===== src/rtl/pwm_bank_pkg.sv =====
package pwm_bank_pkg;
  // Word index of the control words; divider and duty words follow.
  localparam int WORD_CTRL = 0;
  localparam int WORD_RUN  = 1;
  localparam int WORD_DIV0 = 2;
  // Bit position where the bypass flags start in the control word.
  localparam int BYP_LSB   = 8;
endpackage


===== src/rtl/pwm_regs.sv =====
module pwm_regs
  import pwm_bank_pkg::*;
#(
  parameter int NCH    = 4,
  parameter int DIV_W  = 16,
  parameter int PH_W   = 8,
  parameter int ADDR_W = 8,
  parameter int DATA_W = 32,
  localparam int SEL_W = (NCH > 1) ? $clog2(NCH) : 1,
  localparam int IDX_W = ADDR_W - 2
) (
  input  logic                       clk,
  input  logic                       rst_n,
  input  logic                       wr,
  input  logic [ADDR_W-1:0]          addr,
  input  logic [DATA_W-1:0]          wdata,
  output logic [DATA_W-1:0]          rdata,
  output logic [NCH-1:0]             en,
  output logic [NCH-1:0]             byp,
  output logic [NCH-1:0]             run,
  output logic [NCH-1:0][DIV_W-1:0]  div_val,
  output logic [NCH-1:0][PH_W-1:0]   duty,
  output logic [NCH-1:0][SEL_W-1:0]  sel,
  output logic [NCH-1:0]             div_wr,
  output logic [NCH-1:0]             duty_wr
);
  localparam int WORD_DUTY0 = WORD_DIV0 + NCH;

  logic [IDX_W-1:0] widx;
  logic             hit_ctrl, hit_run;

  assign widx     = addr[ADDR_W-1:2];
  assign hit_ctrl = (widx == IDX_W'(WORD_CTRL));
  assign hit_run  = (widx == IDX_W'(WORD_RUN));

  always_comb begin
    for (int c = 0; c < NCH; c++) begin
      div_wr[c]  = wr && (widx == IDX_W'(WORD_DIV0 + c));
      duty_wr[c] = wr && (widx == IDX_W'(WORD_DUTY0 + c));
    end
  end

  always_ff @(posedge clk or negedge rst_n) begin
    if (!rst_n) begin
      en      <= '0;
      byp     <= '0;
      run     <= '0;
      div_val <= '0;
      duty    <= '0;
      sel     <= '0;
    end else begin
      if (wr && hit_ctrl) begin
        en  <= wdata[NCH-1:0];
        byp <= wdata[BYP_LSB +: NCH];
      end
      if (wr && hit_run) begin
        run <= wdata[NCH-1:0];
      end
      for (int c = 0; c < NCH; c++) begin
        if (div_wr[c]) begin
          div_val[c] <= wdata[DIV_W-1:0];
        end
        if (duty_wr[c]) begin
          duty[c] <= wdata[PH_W-1:0];
          sel[c]  <= wdata[PH_W +: SEL_W];
        end
      end
    end
  end

  always_comb begin
    rdata = '0;
    if (hit_ctrl) begin
      rdata[NCH-1:0]         = en;
      rdata[BYP_LSB +: NCH]  = byp;
    end
    if (hit_run) begin
      rdata[NCH-1:0] = run;
    end
    for (int c = 0; c < NCH; c++) begin
      if (widx == IDX_W'(WORD_DIV0 + c)) begin
        rdata[DIV_W-1:0] = div_val[c];
      end
      if (widx == IDX_W'(WORD_DUTY0 + c)) begin
        rdata[PH_W-1:0]     = duty[c];
        rdata[PH_W +: SEL_W] = sel[c];
      end
    end
  end
endmodule


===== src/rtl/pwm_divider.sv =====
module pwm_divider #(
  parameter int DIV_W = 16
) (
  input  logic             clk,
  input  logic             rst_n,
  input  logic [DIV_W-1:0] limit,
  input  logic             restart,
  output logic             tick
);
  logic [DIV_W-1:0] cnt;
  logic             at_end;

  assign at_end = (cnt == limit - DIV_W'(1));
  assign tick   = (limit != '0) && at_end;

  always_ff @(posedge clk or negedge rst_n) begin
    if (!rst_n) begin
      cnt <= '0;
    end else if (restart || limit == '0 || at_end) begin
      cnt <= '0;
    end else begin
      cnt <= cnt + DIV_W'(1);
    end
  end
endmodule


===== src/rtl/pwm_channel.sv =====
module pwm_channel #(
  parameter int NCH  = 4,
  parameter int PH_W = 8,
  localparam int SEL_W = (NCH > 1) ? $clog2(NCH) : 1
) (
  input  logic             clk,
  input  logic             rst_n,
  input  logic             en,
  input  logic             byp,
  input  logic             run,
  input  logic [PH_W-1:0]  duty,
  input  logic [SEL_W-1:0] sel,
  input  logic [NCH-1:0]   ticks,
  input  logic [NCH-1:0]   div_wr,
  input  logic             duty_wr,
  output logic [PH_W-1:0]  ph,
  output logic             out
);
  logic restart;

  assign restart = duty_wr || div_wr[sel];

  always_ff @(posedge clk or negedge rst_n) begin
    if (!rst_n) begin
      ph <= '0;
    end else if (restart || !run) begin
      ph <= '0;
    end else if (ticks[sel]) begin
      ph <= ph + PH_W'(1);
    end
  end

  always_ff @(posedge clk or negedge rst_n) begin
    if (!rst_n) begin
      out <= 1'b0;
    end else begin
      out <= en && (byp || (ph < duty));
    end
  end
endmodule


===== src/rtl/pwm_bank_top.sv =====
module pwm_bank_top #(
  parameter int NCH    = 4,
  parameter int DIV_W  = 16,
  parameter int PH_W   = 8,
  parameter int ADDR_W = 8,
  parameter int DATA_W = 32,
  localparam int SEL_W = (NCH > 1) ? $clog2(NCH) : 1
) (
  input  logic              clk,
  input  logic              rst_n,
  input  logic              bus_wr,
  input  logic [ADDR_W-1:0] bus_addr,
  input  logic [DATA_W-1:0] bus_wdata,
  output logic [DATA_W-1:0] bus_rdata,
  output logic [NCH-1:0]    pwm_out
);
  logic [NCH-1:0]            en, byp, run, div_wr, duty_wr, ticks;
  logic [NCH-1:0][DIV_W-1:0] div_val;
  logic [NCH-1:0][PH_W-1:0]  duty, ph_all;
  logic [NCH-1:0][SEL_W-1:0] sel;

  pwm_regs #(
    .NCH(NCH), .DIV_W(DIV_W), .PH_W(PH_W), .ADDR_W(ADDR_W), .DATA_W(DATA_W)
  ) u_regs (
    .clk(clk), .rst_n(rst_n), .wr(bus_wr), .addr(bus_addr),
    .wdata(bus_wdata), .rdata(bus_rdata),
    .en(en), .byp(byp), .run(run), .div_val(div_val),
    .duty(duty), .sel(sel), .div_wr(div_wr), .duty_wr(duty_wr)
  );

  for (genvar k = 0; k < NCH; k++) begin : g_div
    pwm_divider #(.DIV_W(DIV_W)) u_div (
      .clk(clk), .rst_n(rst_n), .limit(div_val[k]),
      .restart(div_wr[k]), .tick(ticks[k])
    );
  end

  for (genvar c = 0; c < NCH; c++) begin : g_ch
    pwm_channel #(.NCH(NCH), .PH_W(PH_W)) u_ch (
      .clk(clk), .rst_n(rst_n), .en(en[c]), .byp(byp[c]), .run(run[c]),
      .duty(duty[c]), .sel(sel[c]), .ticks(ticks), .div_wr(div_wr),
      .duty_wr(duty_wr[c]), .ph(ph_all[c]), .out(pwm_out[c])
    );
  end
endmodule


===== config.mk =====
export PLATFORM = sky130hd
export DESIGN_NAME = pwm_bank_top
export DESIGN_NICKNAME = d
export VERILOG_FILES = /design/src/rtl/pwm_bank_pkg.sv /design/src/rtl/pwm_regs.sv /design/src/rtl/pwm_divider.sv /design/src/rtl/pwm_channel.sv /design/src/rtl/pwm_bank_top.sv
export SDC_FILE = /design/constraint.sdc
export NUM_CORES = 1
export LEC_CHECK = 0
export CAP_MARGIN = 20
export CORE_MARGIN = 10
export CORE_UTILIZATION = 47
export DETAILED_ROUTE_END_ITERATION = 12
export GPL_TIMING_DRIVEN = 0
export HOLD_SLACK_MARGIN = 0.12
export PLACE_DENSITY = 0.65
export SLEW_MARGIN = 20
export SYNTH_ARGS = -nofsm -noshare
export SYNTH_HDL_FRONTEND = slang
export SYNTH_SLANG_ARGS = --single-unit

===== constraint.sdc =====
create_clock -name clk -period 4.56 [get_ports clk]
set_input_delay 0.456 -clock clk [delete_from_list [all_inputs] [get_ports clk]]
set_output_delay 0.456 -clock clk [all_outputs]
set_load 0.005 [all_outputs]

==> impl_metrics.json <==
{
  "status": "complete, no violations",
  "coreArea_mm2": 0.0279,
  "vias": 10718,
  "yosys.area.top_type": "dfrtp_1",
  "grt_max_degree": 92,
  "skew_ps": 25.5,
  "met3WireLength_um": 2020,
  "finalPower_mw": 6.09,
  "ctsHoldBuffers": 1,
  "ys.flop_type": "dfrtp_1",
  "final_hold_viol_count": 0,
  "ant_nets": 0,
  "slowest_delay_ps": 540,
  "rsz0062_at_grt": "no",
  "top_layer": "met4",
  "wirelength_um": 36700,
  "synth_area_leaders": "dfrtp_1 40%, mux2_2 9.7%, xnor2_1 4.8%",
  "worstSkewPairLatency_ps": 540,
  "cp_cell_sequence": "clkdlybuf4s50_1 > nor4_1 > clkbuf_1 > and2_1 > clkbuf_1 > a22o_1 > a211oi_1 > a21oi_1 > a221oi_1 > nand2_1 > clkdlybuf4s50_1",
  "grt.total_usage_pct": 20.3,
  "layout-drive-gt1-share_pct": 15.1,
  "diodes": 0,
  "syn_inst": 1371,
  "pwr-share-comb_pct": 24.8,
  "first_iter_violations": 919,
  "async_reset_ff_share_pct": 100,
  "fmaxAchievable_ghz": 0.228,
  "synth_top_area_share_pct": 40.3,
  "dr.pass1.iters": 5,
  "finalInstanceArea_mm2": 0.0153,
  "placed_cell_area_mm2": 0.0144,
  "worstSetupPathType": "in2out",
  "cts_tree": "built",
  "critPathTopFamily": "buffers and inverters",
  "power_frac_clock_pct": 34.5,
  "root_buffer": "clkbuf_16",
  "grt_pass1_wl_um": 58900,
  "yosysMostFrequentCell": "dfrtp_1",
  "cts.repair.resized": 0,
  "slowest_stage": "nor4_1",
  "wire_per_inst_um": 19.8,
  "hold_ws_ps": 283,
  "tightest_slew_ps": 1070,
  "p_int_mw": 4.15,
  "synth_area_mm2": 0.0134,
  "path_clk_slew_ps": 60,
  "die_area_mm2": 0.0357,
  "fin_setup_tns_ps": 0,
  "synth.cells.most_frequent": "216 x dfrtp_1, 133 x nor2_1, 115 x mux2_2",
  "crit_fanout": 10,
  "fp.dieW_um": 189,
  "clockBufferDepth": 3,
  "maxCapViolations": 0,
  "avgSynthCellArea_um2": 9.78,
  "end_kind": "output port",
  "clock-sinks": 216,
  "die_y_um": 189,
  "critPathArrivalTime_ps": 3930,
  "switching_share_pct": 31.8,
  "hold_class": "in2reg",
  "startpoint_type": "input port",
  "seq_power_share_pct": 40.6,
  "wl_met2_um": 16900,
  "initial_core_util_pct": 48.0,
  "layout.nets": 1541,
  "antenna_found_initial": 0,
  "rows": 61,
  "p_leak_nw": 6.83,
  "post_cts_buffers": 0,
  "wl_met1_um": 16500,
  "port_buffers": 37,
  "viasPerCell": 5.79,
  "ys_seq_area_share_pct": 40.3,
  "cts_max_level": 1,
  "synth.distinct_cells": 80,
  "setup_viol_count_final": 0,
  "dpl.hpwl_um": 27100,
  "drv_slew": 0,
  "min_period_ps": 4390,
  "yosys_warnings": 0,
  "slew_headroom_pct": 28.2,
  "switching_power_mw": 1.94,
  "synth_edf_count": 0,
  "ys_ff_latch": 216,
  "top_level_ports": 79,
  "numCtsBuffers": 26,
  "critical_path_buf_inv_count": 4,
  "fin_crit_sh_pct": 96.2,
  "powerDensity_mw_per_mm2": 399,
  "peakVddDrop_mv": 0.283,
  "utilization_pct": 54.6,
  "syn_to_final_growth_pct": 13.8,
  "gp_congestion": 0.950,
  "grt_pass1_vias": 10503,
  "grt_overflow": 0,
  "route.detailed.drc": 0,
  "cp_data_required_time_ps": 4100
}
[power groups by stage]
| stage | combinational, mW | clock (mW) | sequential, mW |
|---|---|---|---|
| 2_1_floorplan | 1.17 | 0 | 2.39 |
| 3_3_place_gp | 1.46 | 0 | 2.49 |
| 3_5_place_dp | 1.50 | 0 | 2.50 |
| 4_1_cts | 1.51 | 2.14 | 2.47 |
| 5_1_grt | 1.69 | 2.23 | 2.51 |
| 6_report | 1.51 | 2.10 | 2.47 |
[per-stage QoR]
| step | worst slack (ps) | cells |
|---|---|---|
| 6_report | 173 | 1851 |
| 4_1_cts | 233 | 1851 |
| 2_1_floorplan | 1380 | 1386 |
| 3_5_place_dp | 238 | 1803 |
| 3_3_place_gp | -6340 | 1801 |
| 5_1_grt | 63.6 | 1851 |
[final cells by class]
class | instances | area (um^2)
clock buffers | 38 | 777
clock inverters | 9 | 98.8
multi-input cells | 1033 | 7420
flip-flops and latches | 216 | 5410
plain buffers | 83 | 439
well taps | 378 | 473
fillers | 2533 | 12700
inverters | 54 | 203
repair buffers | 40 | 440
[cell families (layout without fill, tap and decap cells)]
| kind of cell | count (synthesis) | after routing | share of synthesized area, % |
|---|---|---|---|
| simple gates | 470 | 470 | 18.4 |
| mux | 133 | 133 | 11.2 |
| buf+inv | 137 | 224 | 4.79 |
| fa+ha+maj | 44 | 44 | 4.11 |
| xor+xnor | 145 | 145 | 9.47 |
| flops | 216 | 216 | 40.3 |
| compound gates | 225 | 225 | 11.7 |
| other cells | 1 | 16 | 0.0280 |
[worst paths after layout]
check / start / to / slack (ps) / depth (start not counted)
min in group asynchronous: rst_n / g_div[3].u_div.cnt[5] / 450 / 2
max in group asynchronous: rst_n / g_div[1].u_div.cnt[4] / 2960 / 4
worst max-delay path: bus_addr[5] / bus_rdata[5] / 170 / 11
worst max register to register: u_regs.div_val[18] / g_ch[2].u_ch.ph[4] / 710 / 10
worst min-delay path: bus_wdata[1] / u_regs.div_val[17] / 280 / 3
worst min register to register: u_regs.duty[17] / u_regs.duty[17] / 510 / 1
[layer usage]
metal	GRT usage, %	vias up
met5	0	-
met4	7.17	0
li1	-	5029
met3	2.55	79
met2	32.9	312
met1	27.4	5298
[placed cells by master (no fill, tap or decap), types with 23 or more instances in the layout]
master and n:
xor2_1 71, a21oi_1 44, mux2_2 115, nand3_1 70
buf_4 23, clkbuf_16 27, and3_1 26, clkdlybuf4s50_1 36
o21ai_0 38, dfrtp_1 216, or3_1 26, nor3_1 24
xnor2_1 74, clkbuf_1 52, nor2_1 133, ha_1 44
inv_1 54, a21o_1 24, nand2_1 76
[sequential cells by signal (all words and copies together), names as in the netlist]
register         flops
g_div.u_div.cnt     64
u_regs.div_val      64
g_ch.u_ch.ph        32
u_regs.duty         32
u_regs.sel           8
g_ch.u_ch.out        4
u_regs.byp           4
u_regs.en            4
u_regs.run           4
[worst min-delay path: stages]
cell	delay (ps)
buf_4	180
nand2_1	70
o21ai_0	70
Power figures use the tool's default switching activity.
